$ cat src/rtl/pwm_msg_codec.sv
module pwm_msg_codec #(
  parameter int MSG_BITS = 20,
  parameter int PER_W    = 12
) (
  input  logic                clk,
  input  logic                rst_n,
  input  logic [PER_W-1:0]    bit_period,
  input  logic                tx_start,
  input  logic [MSG_BITS-1:0] tx_word,
  output logic                tx_busy,
  output logic                burst_en,
  input  logic                rx_burst,
  output logic [MSG_BITS-1:0] rx_word,
  output logic                rx_valid,
  output logic                rx_error
);

  localparam int BW = $clog2(MSG_BITS + 1);
  localparam int CW = PER_W + 1;
  localparam int XW = PER_W + 2;
  localparam logic [BW-1:0]    LAST_BIT = BW'(MSG_BITS - 1);
  localparam logic [BW-1:0]    ALL_BITS = BW'(MSG_BITS);
  localparam logic [BW-1:0]    B_ONE    = BW'(1);
  localparam logic [PER_W-1:0] P_ONE    = PER_W'(1);
  localparam logic [XW-1:0]    X_ONE    = XW'(1);
  localparam logic [XW-1:0]    X_THREE  = XW'(3);
  localparam logic [CW-1:0]    C_ONE    = CW'(1);
  localparam logic [CW-1:0]    C_SIX    = CW'(6);

  // transmit
  logic [MSG_BITS-1:0] tx_sr;
  logic [BW-1:0]       tx_left;
  logic [PER_W-1:0]    tx_cnt;

  wire [XW-1:0] p_x     = {2'b00, bit_period};
  wire [XW-1:0] third   = (p_x + X_ONE) / X_THREE;
  wire [XW-1:0] two3    = ({1'b0, bit_period, 1'b0} + X_ONE) / X_THREE;
  wire [XW-1:0] tx_thr  = tx_sr[MSG_BITS-1] ? two3 : third;
  wire          tx_wrap = (tx_cnt == bit_period - P_ONE);

  assign burst_en = tx_busy && ({2'b00, tx_cnt} < tx_thr);

  always_ff @(posedge clk) begin
    if (!rst_n) begin
      tx_busy <= 1'b0;
      tx_sr   <= '0;
      tx_left <= '0;
      tx_cnt  <= '0;
    end else if (!tx_busy) begin
      if (tx_start) begin
        tx_busy <= 1'b1;
        tx_sr   <= tx_word;
        tx_left <= ALL_BITS;
        tx_cnt  <= '0;
      end
    end else if (tx_wrap) begin
      tx_cnt  <= '0;
      tx_sr   <= tx_sr << 1;
      tx_left <= tx_left - B_ONE;
      if (tx_left == B_ONE) tx_busy <= 1'b0;
    end else begin
      tx_cnt <= tx_cnt + P_ONE;
    end
  end

  // receive
  typedef enum logic [1:0] {RX_IDLE, RX_HI, RX_LO, RX_DRAIN} rx_st_t;
  rx_st_t              rx_st;
  logic [CW-1:0]       r_cnt;
  logic [MSG_BITS-1:0] r_sr;
  logic [BW-1:0]       r_bits;

  wire [CW-1:0] p_c     = {1'b0, bit_period};
  wire [CW-1:0] min_len = p_c / C_SIX;
  wire [CW-1:0] max_len = p_c + (p_c >> 1);
  wire [CW-1:0] half    = p_c >> 1;
  wire [CW-1:0] r_inc   = r_cnt + C_ONE;
  wire [MSG_BITS-1:0] r_next = {r_sr[MSG_BITS-2:0], (r_cnt > half)};

  always_ff @(posedge clk) begin
    if (!rst_n) begin
      rx_st    <= RX_IDLE;
      r_cnt    <= '0;
      r_sr     <= '0;
      r_bits   <= '0;
      rx_word  <= '0;
      rx_valid <= 1'b0;
      rx_error <= 1'b0;
    end else begin
      rx_valid <= 1'b0;
      rx_error <= 1'b0;
      case (rx_st)
        RX_IDLE: if (rx_burst) begin
          rx_st  <= RX_HI;
          r_cnt  <= C_ONE;
          r_bits <= '0;
        end
        RX_HI: if (rx_burst) begin
          if (r_inc > max_len) begin
            rx_error <= 1'b1;
            rx_st    <= RX_DRAIN;
          end else r_cnt <= r_inc;
        end else if (r_cnt < min_len) begin
          rx_error <= 1'b1;
          rx_st    <= RX_IDLE;
        end else if (r_bits == LAST_BIT) begin
          rx_word  <= r_next;
          rx_valid <= 1'b1;
          rx_st    <= RX_IDLE;
        end else begin
          r_sr   <= r_next;
          r_bits <= r_bits + B_ONE;
          r_cnt  <= C_ONE;
          rx_st  <= RX_LO;
        end
        RX_LO: if (!rx_burst) begin
          if (r_inc > max_len) begin
            rx_error <= 1'b1;
            rx_st    <= RX_DRAIN;
          end else r_cnt <= r_inc;
        end else if (r_cnt < min_len) begin
          rx_error <= 1'b1;
          rx_st    <= RX_DRAIN;
        end else begin
          r_cnt <= C_ONE;
          rx_st <= RX_HI;
        end
        default: if (!rx_burst) rx_st <= RX_IDLE;
      endcase
    end
  end


  start_take_chk: assert property (@(posedge clk) disable iff (!rst_n)
    (tx_start && !tx_busy) |=> (tx_busy && burst_en));


  start_ignore_chk: assert property (@(posedge clk) disable iff (!rst_n)
    (tx_busy && tx_start && !tx_wrap) |=> $stable(tx_sr));


  report_excl_chk: assert property (@(posedge clk) disable iff (!rst_n)
    !(rx_valid && rx_error));


  valid_pulse_chk: assert property (@(posedge clk) disable iff (!rst_n)
    rx_valid |=> !rx_valid);


  err_drop_chk: assert property (@(posedge clk) disable iff (!rst_n)
    rx_error |=> !rx_valid);

endmodule

$ cat config.mk
export PLATFORM = sky130hd
export DESIGN_NAME = pwm_msg_codec
export DESIGN_NICKNAME = d
export VERILOG_FILES = /design/src/rtl/pwm_msg_codec.sv
export SDC_FILE = /design/constraint.sdc
export NUM_CORES = 1
export LEC_CHECK = 0
export ABC_AREA = 1
export CAP_MARGIN = 20
export CORE_MARGIN = 8
export CORE_UTILIZATION = 30
export CTS_BUF_LIST = sky130_fd_sc_hd__clkbuf_4 sky130_fd_sc_hd__clkbuf_8 sky130_fd_sc_hd__clkbuf_16
export DETAILED_ROUTE_END_ITERATION = 12
export GPL_ROUTABILITY_DRIVEN = 0
export PLACE_DENSITY_LB_ADDON = 0.1
export SLEW_MARGIN = 20
export SYNTH_ARGS = -nofsm -noshare
export SYNTH_HDL_FRONTEND = slang
export SYNTH_SLANG_ARGS = --single-unit
$ cat constraint.sdc
create_clock -name clk -period 8.9 [get_ports clk]
set_input_delay 1.78 -clock clk [delete_from_list [all_inputs] [get_ports clk]]
set_output_delay 1.78 -clock clk [all_outputs]
set_load 0.02 [all_outputs]
# Yosys cells after proc, flatten, opt, wreduce, memory -nomap -nowiden
# Index checks and enable logic that the tools add are counted.
# Widths: inputs -> output; s select.
[classes]
bitwise_logic = 5
muxes = 42
n_eq_ne = 14
div = 3
n_reduce_logical = 12
add_sub_neg = 8
n_lt_le_gt_ge = 4
[op_table]
columns = ["op", "count"]
rows = [
  ["$mux 13", 7],
  ["$mux 20", 3],
  ["$pmux 13 s3", 1],
  ["$mux 12", 3],
  ["$mux 5", 7],
  ["$div 14x2->14 const B", 2],
  ["$mux 2", 8],
  ["$add 13x1->14 const B", 1],
  ["$lt 12x14->1", 1],
  ["$mux 14", 1],
  ["$add 12x1->13 const B", 1],
  ["$add 12x11->13", 1],
  ["$add 13x1->13 const B", 1],
  ["$div 12x3->13 const B", 1],
  ["$gt 13x11->1", 1],
  ["$gt 13x13->1", 1],
  ["$lt 13x13->1", 1],
  ["$add 12x1->12 const B", 1],
  ["$eq 12x12->1", 1],
  ["$sub 12x1->12 const B", 1],
  ["$pmux 5 s2", 1],
  ["$reduce_and 5->1", 2],
  ["$mux 1", 9],
  ["$ne 3x3->1 const B", 3],
  ["19 further kinds", 29],
]
[totals]
wordCells = 99
regBits = 99
input_bits = 36
output_inout_bits = 24

# Logic depth before layout (Yosys ltp)
[depth]
word_depth = 5
depth_mapped = 58
mapped_depth_nobuf = 56

# Least setup slack after synthesis
# No wires, ideal clock.
[synth_path]
path_type = "input to output"
startpoint = "input port bit_period[0]"
endpoint = "output port burst_en"
path_buffers = 0
required_ns = 7.120
setup_slack_ns = 0.724
stages = 40
t_arrival_ns = 6.396
path_cell_list = "ha_1 -> nand3_1 -> nor2_1 -> nand2_1 -> a21oi_1 -> o21ai_0 -> o21ai_0 -> inv_1 -> nand2_1 -> nand2_1 -> xor2_1 -> or2_2 -> nand2_1 -> nand2_1 -> nand2_1 -> o21ai_0 -> nand2_1 -> inv_1 -> [... 4 more ...] -> o21ai_0 -> nand2_1 -> o21ai_0 -> nand2_1 -> o21ai_0 -> nand2_1 -> a21oi_1 -> nor2_1 -> ha_1 -> a21oi_1 -> nand2_1 -> inv_1 -> ha_1 -> nand2_1 -> nand2_1 -> nand2_1 -> nand2_1 -> a21oi_1"
[synth_between]
elab_chain_len = 5
word_cells_on_any_way = 7
cone_classes = "2 x add/sub; 2 x div; 1 x order compare; 1 x mux; 1 x reduce/logical"
[synth_rtl]
columns = ["element", "line", "rtl"]
rows = [
  ["start: declaration", "7", "input logic [PER_W-1:0] bit_period,"],
  ["$add 13x1->14 or $add 12x1->13 (tied branches)", "37, 36", ""],
  ["$div 14x2->14, on equally long branches", "37, 36", ""],
  ["$mux 14 (*)", "38", "wire [XW-1:0] tx_thr = tx_sr[MSG_BITS-1] ? two3 : third;"],
  ["$lt 12x14->1 (*)", "41", "assign burst_en = tx_busy && ({2'b00, tx_cnt} < tx_thr);"],
  ["$logic_and 1x1->1 (*)", "41", ""],
  ["end: declaration", "11", "output logic burst_en,"],
]
# Every way passes the cells marked *; elsewhere a longest branch is shown, timed or not.

# Final worst setup path
[layout_path]
startpoint = "input port bit_period[11]"
endpoint = "output port burst_en"
# The elaborated chain is that of the path after synthesis.

==> run_results.csv <==
group,metric,value,unit
outcome,status,"completed",
critical_path,critPathCaptureType,"output pin",
logic_synthesis,syn-num-nets,1462,
worst_hold_path,min_path_cells,2,
timing,skew,0.01348,ns
clock_tree,cts_buffers,9,
clock_tree,cts_tree,"done",
floorplanning,rows,62,
job,maxCapViolations,0,
critical_path,max_stage_delay,0.55,ns
clock_tree,cts_max_level,3,
logic_synthesis,ys.flop_type,"dfxtp_1",
critical_path,r2r-end,"rx_st[1]",
logic_synthesis,yosys.area.top_type,"dfxtp_1",
drt,viasPerCell,4.708,
critical_path,cp_common_cell,"nand2_1",
critical_path,worst_ep_arrival_time,6.64,ns
grt,antenna_found_initial,0,
grt,grt_pass1_wl,41350,um
worst_hold_path,hp-class,"register to register",
pwr,power_leakage,4.902,nW
pwr,powerDensity,178.3,mW/mm^2
placed_design,pre_cts_slack,-0.8284,ns
logic_synthesis,synthTopCellsByArea,"dfxtp_1, nand2_1, ha_1",
placed_design,portBuffers,59,
timing,hold_viol,0,
critical_path,r2r-start,"r_cnt[0]",
timing,setup_viol,0,
floorplanning,initial_core_util,0.3048,
logic_synthesis,yosys_warnings,0,
logic_synthesis,ys_seq_elements,99,
logic_synthesis,synth-async-reset-ratio,0,
timing,fin_ws,0.4814,ns
critical_path,crit_type,"input pin to output pin",
timing,slew_violations,0,
timing,fmax,118.8,MHz
worst_hold_path,min_from,"r_sr[18]",
worst_hold_path,hold_end,"rx_word[19]",
drt,ant_nets,0,
drt,drtIter0Drc,432,
floorplanning,num_io_pins,60,
final_layout,nets,1566,
critical_path,crit_required,7.12,ns
logic_synthesis,yosysSeqAreaShare,0.2265,
critical_path,path_max_fanout,4,
drt,wl_per_cell,13.53,um
drt,finalWirelength,24800,um
critical_path,crit_slowest_cell,"clkdlybuf4s50_1",
logic_synthesis,syn-cell-area,0.008748,sq mm
clock_tree,ctsHoldBuffers,0,
logic_synthesis,syn_inst,1340,
final_layout,drive_gt1_frac,0.1560,
placed_design,dpl.hpwl,19110,um
floorplanning,dieArea,0.03488,sq mm
timing,fin_crit_sh,0.9459,
clock_tree,path_clk_slew,0.08,ns
clock_tree,cts.sinks,99,
final_layout,area_growth,21.44,%
clock_tree,cts_buffer_depth,2,
logic_synthesis,synth_commonest_cells,"nand2_1, inv_1, a21oi_1",
logic_synthesis,syn_area_per_cell,6.529,sq um
final_layout,fin_area,0.01062,sq mm
placed_design,postPlaceCellArea,0.01011,sq mm
grt,grt_overflow,0,
clock_tree,clk_latency,0.35,ns
critical_path,startpoint,"bit_period[11]",
grt,grt_max_degree,63,
timing,hold_ws,0.4610,ns
timing,finalCriticalPeriod,8.419,ns
logic_synthesis,synth_top_area_frac,0.2265,
logic_synthesis,yosysUniqueCellTypes,53,
drt,route.detailed.drc,0,
timing,slew_headroom,0.2689,
final_layout,fillers,3161,
drt,num_vias,8629,
grt,track_usage,0.1402,
floorplanning,core_area,0.02870,sq mm
grt,grt_pass1_vias,8122,
drt,first_pass_iters,5,
floorplanning,fp.dieH,186.8,um
pwr,peakVddDrop,0.08575,mV
critical_path,regToRegSetupSlack,4.50,ns
clock_tree,root_buffer,"clkbuf_16",
timing,tightest_slew,1.097,ns
critical_path,rr_worst_depth,22,
floorplanning,die_w,186.8,um
final_layout,diodes,0,
logic_synthesis,yosysMostFrequentCell,"nand2_1",
logic_synthesis,synth-edff-count,0,
critical_path,critPathLaunchType,"input pin",
==> timing repair <==
item                       in CTS  in global routing
buffers inserted                6                  2
gates resized for setup        20                 64
pin swaps                       6                 15
setup endpoints to repair       1                  1
==> through the flow <==
stage | util | power (mW) | cells | TNS (ns)
2_1_floorplan | - | 1.234 | 1340 | 0
3_3_place_gp | 0.3524 | 1.485 | 1809 | -0.7369
3_5_place_dp | 0.3524 | 1.487 | 1809 | -0.8284
4_1_cts | 0.3645 | 1.895 | 1831 | 0
5_1_grt | 0.3701 | 2.085 | 1833 | -0.02881
6_report | 0.3701 | 1.894 | 1833 | 0
==> critical path, delay by kind of cell <==
kind,cells,cell delay (ns)
and+or+nand+nor,20,1.96
AOI/OAI and AO/OA,9,1.37
buffers and inverters,5,0.98
xor gates and xnor gates,2,0.28
adders and majority gates,1,0.26
==> area by class of cell <==
class / count / area, sq um / area share
multi-input cells: 1042 / 6123 / 0.5764
clock buffers: 9 / 225.2 / 0.02120
well taps: 384 / 480.5 / 0.04522
inverters: 157 / 590.6 / 0.05559
flip-flops and latches: 99 / 1982 / 0.1866
clock inverters: 7 / 68.82 / 0.006477
repair buffers: 135 / 1154 / 0.1086
==> routing by layer <==
metal  share of wire  global-route usage  up-vias  wire, um
met5               0                   0        -         0
met2            0.44              0.2250       87     10840
met4           0.011             0.03054        0       271
met1            0.52              0.1952     3906     12990
met3           0.028             0.02107       14       704
li1                -                   -     4622         -
==> state kept, by name, summed over array words and instances, names as in the netlist, 2 cells and up <==
signal   cells
r_bits       5
tx_sr       20
rx_word     20
tx_left      5
tx_cnt      12
rx_st        2
r_sr        19
r_cnt       13
==> layout by cell type (no fill, tap or decap), types with 4 or more instances in the layout <==
cell type / synthesis / layout
nand2_1: 367 / 363
inv_1: 136 / 134
a21oi_1: 109 / 106
dfxtp_1: 99 / 99
nand3_1: 87 / 83
ha_1: 85 / 77
buf_4: 2 / 75
nor2_1: 81 / 74
o21ai_0: 66 / 57
clkdlybuf4s50_1: 0 / 47
xor2_1: 43 / 43
nand2_2: 33 / 37
nand4_1: 24 / 24
a31oi_1: 21 / 21
inv_2: 17 / 19
xnor2_1: 14 / 14
o211ai_1: 14 / 14
nand3_2: 10 / 13
nor3_1: 11 / 11
o21ai_1: 4 / 11
a21oi_2: 9 / 11
nor2_4: 6 / 9
clkbuf_16: 0 / 9
nor2_2: 4 / 8
or2_2: 7 / 7
a211oi_1: 6 / 6
nand3b_1: 6 / 6
dlymetal6s2s_1: 0 / 5
o21a_1: 4 / 4
ha_2: 0 / 4
ha_4: 0 / 4
==> power by group <==
group	switching (mW)	internal, mW
clock network	0.194	0.197
logic	0.629	0.359
registers	0.0416	0.474
total	0.865	1.03
==> cell families after synthesis <==
kind of cell	Yosys count	share of synthesized area
AOI/OAI and AO/OA	251	0.1652
xor gates and xnor gates	57	0.05707
adders and majority gates	86	0.1239
buffers and inverters	199	0.09253
DFF	99	0.2265
muxes	1	0.002574
and+or+nand+nor	647	0.3322
==> worst max path at each step <==
stage | to | depth (start not counted)
global placement | burst_en | 42
CTS | burst_en | 42
finish | burst_en | 37
global route | burst_en | 44
floorplan | burst_en | 40
detailed placement | burst_en | 42
Note: power is estimated with default switching activity, not from simulation.
